$ cat src/rtl/intc_pkg.sv
package intc_pkg;
  // operation-command action codes, carried in wdata[7:5]
  localparam logic [2:0] OP_NS_EOI  = 3'b001;
  localparam logic [2:0] OP_SP_EOI  = 3'b011;
  localparam logic [2:0] OP_ROT_EOI = 3'b101;
  localparam logic [2:0] OP_SET_PRI = 3'b110;

  typedef struct packed {
    logic init;
    logic mask;
    logic op;
    logic mode;
  } cmd_t;
endpackage

$ cat src/rtl/intc_cmd_dec.sv
module intc_cmd_dec #(
  parameter int DW = 8
) (
  input  logic          wr_en,
  input  logic          a0,
  input  logic [DW-1:0] wdata,
  output intc_pkg::cmd_t cmd
);
  always_comb begin
    cmd      = '0;
    cmd.mask = wr_en & a0;
    cmd.init = wr_en & ~a0 & wdata[4];
    cmd.op   = wr_en & ~a0 & ~wdata[4] & ~wdata[3];
    cmd.mode = wr_en & ~a0 & ~wdata[4] & wdata[3];
  end
endmodule

$ cat src/rtl/intc_prio_scan.sv
module intc_prio_scan #(
  parameter int N = 8,
  parameter int W = $clog2(N)
) (
  input  logic [N-1:0] cand,
  input  logic [N-1:0] stop,
  input  logic [W-1:0] lowp,
  output logic         found,
  output logic [W-1:0] idx
);
  logic         done;
  logic [W-1:0] lvl;

  always_comb begin
    found = 1'b0;
    idx   = '0;
    done  = 1'b0;
    lvl   = '0;
    for (int k = 0; k < N; k++) begin
      lvl = lowp + W'(k + 1);
      if (!done) begin
        if (stop[lvl]) begin
          done = 1'b1;
        end else if (cand[lvl]) begin
          found = 1'b1;
          idx   = lvl;
          done  = 1'b1;
        end
      end
    end
  end
endmodule

$ cat src/rtl/intc_req_latch.sv
module intc_req_latch #(
  parameter int N = 8
) (
  input  logic         clk,
  input  logic         rst,
  input  logic [N-1:0] irq_in,
  input  logic [N-1:0] take,
  output logic [N-1:0] irr
);
  logic [N-1:0] prev;

  always_ff @(posedge clk) begin
    if (rst) begin
      prev <= '0;
      irr  <= '0;
    end else begin
      prev <= irq_in;
      irr  <= (irr | (irq_in & ~prev)) & irq_in & ~take;
    end
  end
endmodule

$ cat src/rtl/irq_prio_ctrl.sv
module irq_prio_ctrl #(
  parameter int N_LVL     = 8,
  parameter int CASC_LVL  = 2,
  parameter int LW        = $clog2(N_LVL)
) (
  input  logic             clk,
  input  logic             rst,
  input  logic             wr_en,
  input  logic             a0,
  input  logic [N_LVL-1:0] wdata,
  output logic [N_LVL-1:0] rd_data,
  input  logic [N_LVL-1:0] irq_in,
  input  logic             ack,
  output logic             int_out,
  output logic             ack_valid,
  output logic [LW-1:0]    ack_level
);
  import intc_pkg::*;

  localparam logic [LW-1:0]    SPUR_LVL = LW'(N_LVL - 1);
  localparam logic [N_LVL-1:0] CASC_BIT = N_LVL'(1) << CASC_LVL;

  cmd_t             cmd;
  logic [N_LVL-1:0] irr_q, isr_q, imr_q, isr_nx, take_vec, blk, eoi_cand;
  logic [N_LVL-1:0] clr_vec;
  logic [LW-1:0]    lowp_q, g_idx, e_idx;
  logic             smm_q, nest_q, rd_isr_q, g_found, e_found, take;
  logic [2:0]       op_code;

  intc_cmd_dec #(.DW(N_LVL)) u_dec (
    .wr_en (wr_en),
    .a0    (a0),
    .wdata (wdata),
    .cmd   (cmd)
  );

  intc_req_latch #(.N(N_LVL)) u_req (
    .clk    (clk),
    .rst    (rst),
    .irq_in (irq_in),
    .take   (take_vec),
    .irr    (irr_q)
  );

  // blocking set: none in special mask mode, cascade level exempt when nested
  always_comb begin
    if (smm_q)       blk = '0;
    else if (nest_q) blk = isr_q & ~CASC_BIT;
    else             blk = isr_q;
  end

  intc_prio_scan #(.N(N_LVL), .W(LW)) u_grant (
    .cand  (irr_q & ~imr_q),
    .stop  (blk),
    .lowp  (lowp_q),
    .found (g_found),
    .idx   (g_idx)
  );

  assign eoi_cand = smm_q ? (isr_q & ~imr_q) : isr_q;

  intc_prio_scan #(.N(N_LVL), .W(LW)) u_eoi (
    .cand  (eoi_cand),
    .stop  ({N_LVL{1'b0}}),
    .lowp  (lowp_q),
    .found (e_found),
    .idx   (e_idx)
  );

  assign int_out  = g_found;
  assign take     = ack & g_found;
  assign take_vec = take ? (N_LVL'(1) << g_idx) : '0;
  assign op_code  = wdata[7:5];

  always_comb begin
    clr_vec = '0;
    if (cmd.op) begin
      if ((op_code == OP_NS_EOI || op_code == OP_ROT_EOI) && e_found)
        clr_vec = N_LVL'(1) << e_idx;
      else if (op_code == OP_SP_EOI)
        clr_vec = N_LVL'(1) << wdata[LW-1:0];
    end
    isr_nx = (isr_q & ~clr_vec) | take_vec;
  end

  always_ff @(posedge clk) begin
    if (rst) begin
      imr_q     <= '0;
      isr_q     <= '0;
      smm_q     <= 1'b0;
      nest_q    <= 1'b0;
      rd_isr_q  <= 1'b0;
      lowp_q    <= SPUR_LVL;
      ack_valid <= 1'b0;
      ack_level <= '0;
    end else begin
      ack_valid <= ack;
      if (ack) ack_level <= take ? g_idx : SPUR_LVL;
      if (cmd.init) begin
        imr_q    <= '0;
        isr_q    <= '0;
        smm_q    <= 1'b0;
        rd_isr_q <= 1'b0;
        nest_q   <= wdata[0];
        lowp_q   <= SPUR_LVL;
      end else begin
        isr_q <= isr_nx;
        if (cmd.mask) imr_q <= wdata;
        if (cmd.mode) begin
          if (wdata[6]) smm_q    <= wdata[5];
          if (wdata[1]) rd_isr_q <= wdata[0];
        end
        if (cmd.op) begin
          if (op_code == OP_SET_PRI)                lowp_q <= wdata[LW-1:0];
          else if (op_code == OP_ROT_EOI && e_found) lowp_q <= e_idx;
        end
      end
    end
  end

  assign rd_data = a0 ? imr_q : (rd_isr_q ? isr_q : irr_q);
endmodule

$ cat config.mk
export PLATFORM = sky130hd
export DESIGN_NAME = irq_prio_ctrl
export DESIGN_NICKNAME = d
export VERILOG_FILES = /design/src/rtl/intc_pkg.sv /design/src/rtl/intc_cmd_dec.sv /design/src/rtl/intc_prio_scan.sv /design/src/rtl/intc_req_latch.sv /design/src/rtl/irq_prio_ctrl.sv
export SDC_FILE = /design/constraint.sdc
export NUM_CORES = 1
export LEC_CHECK = 0
export CORE_MARGIN = 4
export CORE_UTILIZATION = 60
export DETAILED_ROUTE_END_ITERATION = 8
export PLACE_DENSITY = 0.84
export SYNTH_ARGS = -nofsm -noshare
export SYNTH_HDL_FRONTEND = slang
export SYNTH_HIERARCHICAL = 1
export SYNTH_SLANG_ARGS = --single-unit
$ cat constraint.sdc
create_clock -name clk -period 4.45 [get_ports clk]
set_clock_uncertainty 0.2 [all_clocks]
set_input_delay 0.6675 -clock clk [delete_from_list [all_inputs] [get_ports clk]]
set_output_delay 0.6675 -clock clk [all_outputs]
set_load 0.01 [all_outputs]
**After elaboration in Yosys (flattened, before gate mapping)**

Memory sizes are Yosys's and may differ from the RTL's. A register that Yosys moved wholly into a read port is not among the register bits.
Cells that the tools add are included.

- $add $sub $neg: 7
- Bitwise gates (word level): 22
- Magnitude comparators: 8
- Multiplexer cells: 200
- Reduce and logical (&&, ||, !) cells: 8
- Shift operators: 3
- Equality and inequality tests: 4

Operators by type and width:

| cell | number |
|---|---|
| 3-bit 2-to-1 mux | 52 |
| 1-bit 2-to-1 mux | 116 |
| 1-bit binary-select mux with 3-bit select | 24 |
| 8-bit 2-to-1 mux | 8 |
| 8-bit bitwise AND | 6 |
| 3-bit by 4-bit < comparator with 1-bit output, second input constant | 8 |
| 8-bit inverter | 4 |
| 1-bit by 3-bit left shift with 8-bit output, first input constant | 3 |
| 8-bit bitwise OR | 2 |
| 3-bit adder, second input constant | 4 |
| 1-bit bitwise AND | 7 |
| 3-bit by 2-bit adder with 3-bit output, second input constant | 2 |
| 3-bit == test, second input constant | 2 |
| 2-bit AND reduction | 3 |
| 3-bit by 1-bit adder with 3-bit output, second input constant | 1 |
| 3-bit by 1-bit == test with 1-bit output, second input constant | 1 |
| 3-bit by 2-bit == test with 1-bit output, second input constant | 1 |
| 1-bit inverter | 3 |
| 1-bit logical AND | 2 |
| 2-bit nonzero test | 1 |
| 2-bit OR reduction | 1 |
| 1-bit logical OR | 1 |

- Flip-flop bits (word level): 42
- ROM bits: 64
- Logic and storage cells: 270
- Input port bits: 21
- Memories: 8
- Output and inout bits: 13

Memories:

| memory | words | width | rd ports | clocked after memory_dff | wr ports | RTL line | text |
|---|---|---|---|---|---|---|---|
| (no name shown) | 8 | 1 | 1 | 0 | 0 | intc_prio_scan.sv:22 | `if (stop[lvl]) begin` |
| (no name shown) | 8 | 1 | 1 | 0 | 0 | intc_prio_scan.sv:22 |  |
| (no name shown) | 8 | 1 | 1 | 0 | 0 | intc_prio_scan.sv:22 |  |
| (no name shown) | 8 | 1 | 1 | 1 | 0 | intc_prio_scan.sv:22 |  |
| (no name shown) | 8 | 1 | 1 | 0 | 0 | intc_prio_scan.sv:22 |  |
| (no name shown) | 8 | 1 | 1 | 0 | 0 | intc_prio_scan.sv:22 |  |
| 2 more memories | - | - | - | - | - | - |  |

**Logic depth before layout (Yosys ltp)**

Gate-level depths: netlist of run 1.

- Word-level depth: 34
- Depth in mapped cells: 18
- Mapped depth without buffers: 13

**By module**

Netlist of run 1, hierarchy kept.

By module, submodules not included:

| module | cells an instance | instances | area an instance (sq um) | sequential area each (sq um) |
|---|---|---|---|---|
| intc_prio_scan | 155 | 2 | 1,425.1 | 0.0 |
| irq_prio_ctrl | 195 | 1 | 1,584.0 | 520.5 |
| intc_req_latch | 40 | 1 | 500.5 | 320.3 |
| intc_cmd_dec | 4 | 1 | 42.5 | 0.0 |

**Worst setup path after synthesis of run 1**

Ideal clock, no wire load.

- Path kind: register to register
- From: register lowp_q[0]
- To: register isr_q[1]
- Arrival time: 3.524 ns
- Buffers on the path: 4
- Library setup time: 0.091 ns
- Data required time: 4.159 ns
- Clock period less this slack: 3.815 ns
- Stages on the path, launching flop included: 17
- Slack: 0.635 ns
- Path through: dfxtp_1 buf_6 buf_4 inv_1 ha_1 buf_4 buf_2 mux4_2 mux2i_1 nand2_1 a21oi_1 a31o_1 a211oi_1 mux2i_1 and2b_1 nand2_1 a311oi_1

- Elaborated cells on any way between the ends: 209
- Those cells by class: add/sub: 7; shift: 2; mux: 188; bitwise: 4; reduce/logical: 1; memory: 7

RTL lines:

| what | RTL line | text |
|---|---|---|
| start, declared | irq_prio_ctrl.sv:26 | `logic [LW-1:0] lowp_q, g_idx, e_idx;` |
| start signal, assigned | irq_prio_ctrl.sv:114 | `if (op_code == OP_SET_PRI) lowp_q <= wdata[LW-1:0];` |
| start signal, assigned | irq_prio_ctrl.sv:115 | `else if (op_code == OP_ROT_EOI && e_found) lowp_q <= e_idx;` |
| 3-bit by 1-bit adder with 3-bit output | intc_prio_scan.sv:20 | `lvl = lowp + W'(k + 1);` |
| 1-bit binary-select mux with 3-bit select | intc_prio_scan.sv:24 | `end else if (cand[lvl]) begin` |
| 1-bit 2-to-1 mux (not written as such) | intc_prio_scan.sv:24 |  |
| 3-bit 2-to-1 mux | intc_prio_scan.sv:24 |  |
| 3-bit 2-to-1 mux | intc_prio_scan.sv:22 |  |
| 3-bit 2-to-1 mux | intc_prio_scan.sv:24 |  |
| 3-bit 2-to-1 mux | intc_prio_scan.sv:22 |  |
| 3-bit 2-to-1 mux | intc_prio_scan.sv:21 | `if (!done) begin` |
| (+14 left out) | - |  |
| 3-bit 2-to-1 mux | intc_prio_scan.sv:21 |  |
| 3-bit 2-to-1 mux | intc_prio_scan.sv:24 |  |
| 3-bit 2-to-1 mux | intc_prio_scan.sv:22 |  |
| 3-bit 2-to-1 mux (*) | intc_prio_scan.sv:21 |  |
| via g_idx[0] | irq_prio_ctrl.sv:26 |  |
| 1-bit by 3-bit left shift with 8-bit output (*) | irq_prio_ctrl.sv:72 | `assign take_vec = take ? (N_LVL'(1) << g_idx) : '0;` |
| 8-bit 2-to-1 mux (*) | irq_prio_ctrl.sv:72 |  |
| 8-bit bitwise OR (*) | irq_prio_ctrl.sv:83 | `isr_nx = (isr_q & ~clr_vec) \| take_vec;` |
| end signal, assigned | irq_prio_ctrl.sv:107 | `isr_q <= isr_nx;` |
| end, declared | irq_prio_ctrl.sv:24 | `logic [N_LVL-1:0] irr_q, isr_q, imr_q, isr_nx, take_vec, blk, eoi_cand;` |

Mark *: on every way through the listed nets, which the timed path passes. The rest lies on a longest branch. The select of a mux whose other input is x is not followed.
A chain may end at the register's enable or synchronous reset.

**Worst setup path after layout of run 1**

- From: register smm_q
- To: output int_out

- Longest elaborated chain between the ends: 25
- Elaborated cells on any way between the ends: 52
- Those cells by class: mux: 52

Ends and longest elaborated chain:

| what | RTL line | text |
|---|---|---|
| start, declared | irq_prio_ctrl.sv:27 | `logic smm_q, nest_q, rd_isr_q, g_found, e_found, take;` |
| start signal, assigned | irq_prio_ctrl.sv:110 | `if (wdata[6]) smm_q <= wdata[5];` |
| 8-bit 2-to-1 mux (*) | irq_prio_ctrl.sv:47 | `if (smm_q) blk = '0;` |
| via blk[1] | irq_prio_ctrl.sv:24 |  |
| 1-bit binary-select mux with 3-bit select | intc_prio_scan.sv:22 |  |
| 1-bit 2-to-1 mux (not written as such) | intc_prio_scan.sv:22 |  |
| 1-bit 2-to-1 mux | intc_prio_scan.sv:22 |  |
| 1-bit 2-to-1 mux | intc_prio_scan.sv:24 |  |
| 1-bit 2-to-1 mux | intc_prio_scan.sv:22 |  |
| 1-bit 2-to-1 mux | intc_prio_scan.sv:21 |  |
| (+10 left out) | - |  |
| 1-bit 2-to-1 mux | intc_prio_scan.sv:22 |  |
| 1-bit 2-to-1 mux | intc_prio_scan.sv:21 |  |
| 1-bit 2-to-1 mux | intc_prio_scan.sv:24 |  |
| 1-bit 2-to-1 mux | intc_prio_scan.sv:22 |  |
| 1-bit 2-to-1 mux | intc_prio_scan.sv:21 |  |
| 1-bit 2-to-1 mux | intc_prio_scan.sv:24 |  |
| 1-bit 2-to-1 mux | intc_prio_scan.sv:22 |  |
| 1-bit 2-to-1 mux (*) | intc_prio_scan.sv:21 |  |
| end, declared | irq_prio_ctrl.sv:14 | `output logic int_out,` |

Marks and branches as above.

==> impl_metrics.csv, run 1 <==
group,metric,value,unit
synthesis,synth_compound_gate_area_share,20.59,%
cts,cts_buffers,5,
synthesis,synth_edf_count,0,
pwr,worst_ir_drop_vdd,316.3,uV
route,drtPass1Iterations,5,
sta,slew_viol_final,0,
sta,worstMarginPinSlew,0.9154,ns
worst_setup_path,startpoint,"smm_q",
die,die_area,9817,um2
sta,hold_viol,0,
route,ant_nets,0,
synthesis,ys_seq_area_share,16.89,%
worst_setup_path,cp_slowest_cell,"dfxtp_1",
worst_setup_path,cp.arrival,3.44,ns
synthesis,postSynthAreaPerCell,9.066,um2
grt,grt_pass1_vias,4521,
cts,cts_htree_levels,2,
sta,period_share,96.88,%
cts,ctsHoldBuffers,0,
synthesis,synth_area_leader_cell,"dfxtp_1",
worst_hold_path,worstHoldStart,"ack_level[1]",
worst_setup_path,required,3.58,ns
final_layout,area_growth,14.50,%
place,place_congestion,0.9822,
cts,clk_pin_slew,0.08,ns
cts,clockBufferDepth,2,
place,portBuffers,33,
synthesis,synthAdderAreaFrac,1.006,%
route,drc,0,
job,drv_cap,0,
die,die_h,99.08,um
synthesis,synth_xor_area_share,3.268,%
pwr,powerDensity,214.4,nW/um2
route,drt_iter0_markers,465,
final_layout,drive_above_1_share,17.01,%
worst_setup_path,crit_path_cell_trace,"nor2b_1 -> mux4_2 -> mux2i_4 -> o2111ai_4 -> and4bb_4 -> o21a_1 -> nor2_1 -> nand2_1 -> clkdlybuf4s50_1",
die,die_x,99.08,um
synthesis,yosys_warnings,6,
grt,grt_pass1_wl,22730,um
cts,post-cts-setup-buffer-count,0,
sta,slew_headroom,38.42,%
route,detail_route.wl_per_cell,18.89,um
pwr,leakagePower,0.002254,uW
cts,cts_tree,"done",
final_layout,nNetsFinal,660,
die,io_pins,34,
worst_setup_path,cp-end-kind,"output port",
cts,cts.sinks,42,
run_status,outcome,"complete, no violations",
cts,clock-root-buffer,"clkbuf_8",
route,viasPerCell,6.520,
worst_setup_path,cp-start-kind,"flip-flop",
sta,max_freq,232.0,MHz
worst_hold_path,hold_path_class,"flip-flop to flip-flop",
grt,antenna_found_initial,0,
synthesis,ys_top_cells_by_area,"dfxtp_1, mux4_2, mux2i_1",
cts,clk_latency,0.30,ns
worst_setup_path,timing.rr.start,"smm_q",
worst_setup_path,rrSetupSlack,0.23,ns
synthesis,synth_top_area_share,16.89,%
synthesis,muxShareOfSynthArea,26.50,%
sta,period_minus_slack,4.311,ns
sta,setup_violations,0,
route,routed_wl,13930,um
synthesis,postSynth.asyncResetShare,0,%
final_layout,n_antenna_cell,0,
synthesis,ys_ff_latch,42,
worst_setup_path,worst-path-buf-inv,1,
grt,track_usage,28.05,%
worst_setup_path,crit_fanout,17,
synthesis,synthDistinctLibCells,71,
sta,tns,0,ns
grt,grt_max_degree,42,
grt,grt_overflow,0,
sta,whs,0.2770,ns
synthesis,netlist_area,4977,um2
synthesis,synthFlopType,"dfxtp_1",
die,core_area,7888,um2
worst_setup_path,slowest_delay,0.70,ns
worst_setup_path,criticalPathCategory,"flip-flop to output port",
place,dp_hpwl,10610,um
worst_setup_path,cpLargestDelayFamily,"simple AND/OR/NAND/NOR gates",
die,rows,32,
route,num_vias,4805,
synthesis,synth_top_family_by_area,"multiplexers",
synthesis,synthSimpleGateAreaFrac,25.04,%
die,start_util,63.10,%
synthesis,synthCells,549,
[state kept, by name, indices dropped and copies added (netlist names)]
name / flops
u_req/irr: 8
u_req/prev: 8
ack_valid: 1
nest_q: 1
rd_isr_q: 1
smm_q: 1
ack_level: 3
lowp_q: 3
imr_q: 8
isr_q: 8
[tightest hold or removal path: cells and delay by family, from the launching register on]
| kind | cells | cell delay, ns |
|---|---|---|
| DFF | 1 | 0.31 |
| and+or+nand+nor | 2 | 0.13 |
[through the flow]
step | worst slack, ns | utilization (%) | total power [uW] | instance area [um2] | std cells
after floorplan | 0.6348 | - | 771.0 | 5214 | 612
after global placement | 0.4727 | 70.53 | 894.7 | 5563 | 730
after detailed placement | 0.3500 | 70.53 | 904.8 | 5563 | 730
after CTS | 0.01551 | 71.95 | 1206 | 5675 | 737
after global routing | -0.02292 | 72.26 | 1278 | 5699 | 737
final | 0.1387 | 72.26 | 1222 | 5699 | 737
[report_power, final]
group | switching, uW | internal, uW
Sequential | 21.9 | 400
Clock | 126 | 179
Combinational | 274 | 220
Total | 422 | 800
[synth_stat cells (5+ instances only)]
cell type  instances
nor2_1            48
mux2i_1           44
dfxtp_1           42
nand2_1           39
mux4_2            34
nor2b_1           30
inv_1             22
a21oi_1           20
o21ai_0           18
nor3b_1           17
o22ai_1           12
and3_1            11
buf_2             10
nand2b_1          10
buf_6              9
a211oi_1           8
a21boi_0           8
a311oi_1           8
a31oi_1            8
and2b_2            8
a221oi_1           7
buf_4              7
clkbuf_1           5
nand3b_1           5
nor3_1             5
[timing repair]
| item | in CTS | in global routing |
|---|---|---|
| resized for setup | 0 | 8 |
| endpoints found under the setup margin | 0 | 1 |
| hold endpoints to repair | 0 | 0 |
[final timing paths]
path / endpoint / cells after the start
hold reg to reg: ack_level[1] / 2
hold / removal: ack_level[1] / 2
setup reg to reg: isr_q[1] / 11
setup / recovery: int_out / 9
[metal layers]
layer / GRT usage (%) / vias to the layer above / part of all wire [%]
met5: 0 / - / 0
met4: 10.08 / 0 / 3.1
met3: 4.317 / 32 / 8.6
met2: 45.92 / 273 / 48
met1: 37.54 / 2304 / 41
li1: - / 2196 / -
[kinds of logic (layout without fill, tap and decap cells)]
family | Yosys count | count (layout)
simple gates | 213 | 213
compound gates | 136 | 136
mux | 84 | 84
buf+inv | 59 | 82
flops | 42 | 42
xor+xnor | 10 | 10
fa+ha+maj | 4 | 4
other cells | 1 | 64
[final cells by class]
| class | count | area [um2] |
|---|---|---|
| inverters | 26 | 97.59 |
| well taps | 102 | 127.6 |
| multi-input cells | 511 | 4063 |
| flip-flops and latches | 42 | 844.6 |
| repair buffers | 49 | 454.2 |
| fillers | 566 | 2188 |
| clock buffers | 6 | 82.58 |
| clock inverters | 1 | 30.03 |
[cells in the final DEF (no fill, tap or decap), types with 15 or more instances in the layout]
cell type	Yosys	final
o21ai_0	18	18
nor3b_1	17	16
mux2i_1	44	44
nor2_1	48	48
buf_4	7	15
nand2_1	39	39
a21oi_1	20	20
clkdlybuf4s50_1	0	33
inv_1	22	22
conb_1	1	64
dfxtp_1	42	39
nor2b_1	30	24
mux4_2	34	34
Power figures use the tool's default switching activity.
==> run 2, diff against run 1 <==
- CTS_CLUSTER_SIZE: not set -> 24
- HOLD_SLACK_MARGIN: not set -> 0.02
- PLACE_DENSITY: 0.84 -> 0.85
- SYNTH_HIERARCHICAL: 1 -> not set
==> run 2 against run 1 <==
Effect of this change:
- non-clock buffer count is 4 higher
- via count fell by 4.9%
- wire length shrank 3.6%
- utilization fell by 1.1 points
- critical endpoint unchanged
==> impl_metrics.csv, run 2 <==
group,metric,value,unit
synthesis,synth_common_cells,"nand2_1, dfxtp_1, a21oi_1",
worst_setup_path,criticalPathCategory,"flip-flop to output port",
die,rows,30,
final_layout,n_antenna_cell,0,
synthesis,synth_area_leader_cell,"dfxtp_1",
synthesis,ys_ff_latch,42,
synthesis,synthCells,523,
pwr,worst_ir_drop_vdd,200.6,uV
cts,cts_tree,"done",
worst_setup_path,timing.rr.start,"smm_q",
worst_hold_path,whs_endpoint,"ack_level[0]",
synthesis,synth_most_common_cell,"nand2_1",
worst_setup_path,crit_fanout,26,
cts,clk_pin_slew,0.08,ns
sta,hold_viol,0,
route,top_layer_used,"met4",
synthesis,yosys_warnings,0,
sta,slew_viol_final,0,
cts,cts_buffers,5,
sta,setup_violations,0,
synthesis,synth_nets,546,
grt,antenna_found_initial,0,
pwr,powerDensity,267.7,nW/um2
worst_setup_path,cp-end-kind,"output port",
synthesis,synthFlopType,"dfxtp_1",
final_layout,area_growth,13.50,%
final_layout,drive_above_1_share,15.73,%
final_layout,final_cell_mix,"nand2_1, dfxtp_1, a21oi_1",
worst_setup_path,cp_slowest_cell,"mux4_2",
sta,timing.final.ws_setup,0.2017,ns
route,routed_wl,13420,um
route,num_vias,4568,
synthesis,postSynthAreaPerCell,8.275,um2
die,die_h,92.93,um
worst_setup_path,required,3.58,ns
worst_setup_path,slowest_delay,0.57,ns
sta,worstMarginPinSlew,0.8229,ns
grt,grt_pass1_wl,21980,um
cts,cts_htree_levels,2,
final_layout,finish.utilization,71.12,%
grt,grt_overflow,0,
worst_setup_path,rr_worst_depth,10,
cts,clk_latency,0.30,ns
job,drv_cap,0,
worst_setup_path,crit_path_cell_trace,"buf_8 -> nor3b_1 -> or2_2 -> mux4_2 -> nor4_4 -> nand4_1 -> o221ai_2 -> clkdlybuf4s50_1",
synthesis,synth_edf_count,0,
synthesis,synth_top_area_share,19.43,%
die,io_pins,34,
worst_setup_path,timing.rr.end,"isr_q[3]",
worst_setup_path,rrSetupSlack,0.59,ns
place,place_congestion,0.9684,
route,wl_met1,5830,um
cts,cts.sinks,42,
sta,tns,0,ns
place,place_area,4780,um2
route,wl_met2,5937,um
place,dp_hpwl,10220,um
synthesis,ys_top_cells_by_area,"dfxtp_1, mux4_2, mux2i_1",
pwr,leakagePower,0.001800,uW
synthesis,ys_seq_area_share,19.43,%
cts,clock-root-buffer,"clkbuf_8",
route,detail_route.wl_per_cell,20.68,um
sta,period_share,95.47,%
place,pre_cts_ws,0.4092,ns
worst_hold_path,hold_path_class,"flip-flop to flip-flop",
route,ant_nets,0,
route,met3_length,1271,um
die,die_area,8636,um2
grt,track_usage,31.97,%
worst_setup_path,cp-start-kind,"flip-flop",
sta,max_freq,235.4,MHz
die,core_area,6907,um2
worst_setup_path,cp.arrival,3.38,ns
synthesis,synthDistinctLibCells,79,
cts,post-cts-setup-buffer-count,0,
sta,slew_headroom,44.97,%
route,drt_iter0_markers,636,
worst_setup_path,cpLargestDelayFamily,"simple AND/OR/NAND/NOR gates",
final_layout,fin_area,4912,um2
sta,rsz0062_at_grt,"false",
die,die_x,92.93,um
synthesis,netlist_area,4328,um2
place,portBuffers,33,
synthesis,postSynth.asyncResetShare,0,%
cts,clockBufferDepth,2,
route,drc,0,
worst_hold_path,worstHoldStart,"ack_level[0]",
grt,grt_pass1_vias,4174,
die,start_util,62.66,%
route,viasPerCell,7.039,
final_layout,nNetsFinal,576,
run_status,outcome,"complete, no violations",
grt,grt_max_degree,30,
route,drtPass1Iterations,7,
final_layout,final_common_cell,"nand2_1",
worst_hold_path,hold_depth,2,
sta,period_minus_slack,4.248,ns
pwr,design_power_total,1315,uW
worst_setup_path,worst-path-buf-inv,2,
==> run 2: what timing repair did <==
item | CTS | global route
hold buffers | 0 | 0
gates resized for setup | 0 | 9
endpoints found under the setup margin | 0 | 1
==> run 2: kinds of logic (layout without fill, tap and decap cells) <==
| kind of cell | count (synthesis) | in the layout | share of synthesized area [%] |
|---|---|---|---|
| multiplexers | 72 | 72 | 22.90 |
| buffers and inverters | 44 | 74 | 4.712 |
| AND/OR/NAND/NOR | 202 | 202 | 24.89 |
| AO/OA/AOI/OAI | 157 | 157 | 26.51 |
| XOR/XNOR | 4 | 4 | 0.9832 |
| flip-flops | 42 | 42 | 19.43 |
| adder cells (fa/ha/maj) | 2 | 2 | 0.5781 |
==> run 2: through the flow <==
step           instances  hold WS [ns]
2_1_floorplan        523        0.2629
3_3_place_gp         642        0.2717
3_5_place_dp         642        0.2742
4_1_cts              649        0.2885
5_1_grt              649        0.3403
6_report             649        0.2886
==> run 2: routing by layer <==
layer  track usage (%)  vias up
li1                  -     2091
met1             46.43     2148
met2             48.35      296
met3             3.981       33
met4             11.84        0
met5                 0        -
==> run 2: layout make-up <==
| cell class | instances | area, um2 |
|---|---|---|
| multi-input cells | 437 | 3323 |
| fillers | 580 | 1994 |
| flip-flops and latches | 42 | 842.1 |
| repair buffers | 53 | 488.0 |
| well taps | 96 | 120.1 |
| clock buffers | 5 | 68.82 |
| inverters | 14 | 55.05 |
| clock inverters | 2 | 15.01 |
==> run 2: how the worst max path moves through the flow <==
stage | startpoint | to | slack (ns) | cells past startpoint
floorplan | lowp_q[1] | isr_q[1] | 0.10 | 13
CTS | lowp_q[0] | int_out | 0.08 | 8
global route | lowp_q[0] | int_out | 0.02 | 8
detailed placement | lowp_q[0] | int_out | 0.41 | 8
finish | lowp_q[0] | int_out | 0.20 | 8
global placement | lowp_q[0] | int_out | 0.48 | 8
==> run 2: where the power goes <==
group	switching, uW	leakage [uW]	internal [uW]
sequential	34.1	0.000344	403
combinational	375	0.00142	260
clock	136	0.0000362	107
==> run 2: tightest hold or removal path: cells and delay by family (launching register included) <==
family,cells,cell delay (ns)
DFF,1,0.31
and+or+nand+nor,2,0.14
==> run 3, diff against run 2 <==
- SETUP_SLACK_MARGIN: not set -> 0.02
==> run 3 against run 2 <==
Effect of this change:
- first-iteration DRC count down 8.3%
- design area rose by 0.31%
- critical path depth unchanged
- die area stayed put
- non-clock buffer count grew 2
==> impl_metrics.csv, run 3 (synthesized netlist as in run 2, its figures left out) <==
group,metric,value,unit
grt,grt_max_degree,30,
route,routed_wl,13480,um
job,drv_cap,0,
final_layout,nNetsFinal,578,
grt,grt_pass1_wl,21980,um
grt,antenna_found_initial,0,
route,num_vias,4537,
worst_setup_path,cp-start-kind,"flip-flop",
cts,cts_htree_levels,2,
cts,cts_buffers,5,
sta,slew_headroom,45.02,%
grt,grt.busiest_layer,"met2",
grt,met2_usage,48.35,%
pwr,powerDensity,267.0,nW/um2
sta,period_minus_slack,4.247,ns
cts,cts_tree,"done",
final_layout,fin_cells,651,
route,drc,0,
place,dp_hpwl,10220,um
final_layout,seq_area,842.1,um2
worst_setup_path,cp-end-kind,"output port",
die,die_area,8636,um2
pwr,leakagePower,0.001812,uW
grt,met1_usage,46.43,%
grt,grt_overflow,0,
worst_setup_path,cp.arrival,3.38,ns
cts,ctsHoldBuffers,0,
cts,clk_pin_slew,0.08,ns
route,viasPerCell,6.969,
cts,clock-root-buffer,"clkbuf_8",
worst_setup_path,criticalPathCategory,"flip-flop to output port",
worst_setup_path,required,3.58,ns
sta,hold_viol,0,
worst_hold_path,hold_path_class,"flip-flop to flip-flop",
place,pre_cts_ws,0.4092,ns
die,die_x,92.93,um
final_layout,n_antenna_cell,0,
final_layout,final_cell_mix,"nand2_1, dfxtp_1, a21oi_1",
final_layout,multi_input_area,3323,um2
grt,track_usage,31.97,%
pwr,worst_ir_drop_vdd,201.5,uV
sta,tns,0,ns
route,drtPass1Iterations,5,
pwr,design_power_total,1316,uW
final_layout,area_growth,13.85,%
route,ant_nets,0,
route,detail_route.wl_per_cell,20.70,um
sta,worstMarginPinSlew,0.8222,ns
sta,max_freq,235.4,MHz
worst_setup_path,crit_fanout,26,
sta,slew_viol_final,0,
cts,clockBufferDepth,2,
die,core_area,6907,um2
grt,grt_pass1_vias,4174,
place,portBuffers,33,
sta,period_share,95.44,%
sta,rsz0062_at_grt,"false",
final_layout,final_common_cell,"nand2_1",
place,placedCellCount,642,
die,die_h,92.93,um
cts,cts.sinks,42,
cts,clk_latency,0.30,ns
sta,timing.final.ws_setup,0.2027,ns
final_layout,fillCellCount,578,
route,drt_iter0_markers,583,
place,place_congestion,0.9684,
die,start_util,62.66,%
sta,setup_violations,0,
worst_setup_path,rrSetupSlack,0.58,ns
die,rows,30,
final_layout,drive_above_1_share,16.04,%
grt,use_met3,3.981,%
die,io_pins,34,
run_status,outcome,"complete, no violations",
-- run 3: cell types whose count changed in the layout (fill, tap and decap cells not counted) --
cell and change:
buf_4 +2
-- run 3: area by class of cell --
type / count / area share, %
clock inverter: 2 / 0.3047
timing repair buffer: 55 / 10.21
inverter: 14 / 1.117
multi-input combinational: 437 / 67.45
sequential: 42 / 17.09
tap: 96 / 2.438
clock buffer: 5 / 1.397
-- run 3: worst max-delay path, stage by stage, from the launching register on --
cell and delay, ns:
dfxtp_1 0.44, buf_8 0.26, nor3b_1 0.12, or2_2 0.32, mux4_2 0.56, nor4_4 0.35, nand4_1 0.18, o221ai_2 0.27
clkdlybuf4s50_1 0.58
-- run 3: report_power, final --
part,switching [uW],internal (uW)
logic,377,260
clock network,135,107
registers,34.1,403
-- run 3: path summary, 6_finish.rpt --
| check | from | endpoint | cells after the start |
|---|---|---|---|
| max | lowp_q[0] | int_out | 8 |
| max reg2reg | lowp_q[0] | isr_q[1] | 11 |
| min | ack_level[0] | ack_level[0] | 2 |
| min reg2reg | ack_level[0] | ack_level[0] | 2 |
-- run 3: metal layers --
layer / wire (um) / up-vias
li1: - / 2093
met1: 5872 / 2124
met2: 5915 / 289
met3: 1328 / 31
met4: 358 / 0
met5: 0 / -
-- run 3: per-stage QoR --
| step | hold WS, ns | util (%) | instance area, um2 |
|---|---|---|---|
| 2_1_floorplan | 0.2629 | - | 4328 |
| 3_3_place_gp | 0.2717 | 69.20 | 4780 |
| 3_5_place_dp | 0.2742 | 69.20 | 4780 |
| 4_1_cts | 0.2885 | 70.42 | 4863 |
| 5_1_grt | 0.3403 | 71.34 | 4927 |
| 6_report | 0.2885 | 71.34 | 4927 |
-- run 3: what timing repair did --
| action | CTS | global route |
|---|---|---|
| buffers inserted | 0 | 2 |
| endpoints found under the setup margin | 0 | 1 |
| gates resized for setup | 0 | 9 |
| endpoints found under the hold margin | 0 | 0 |
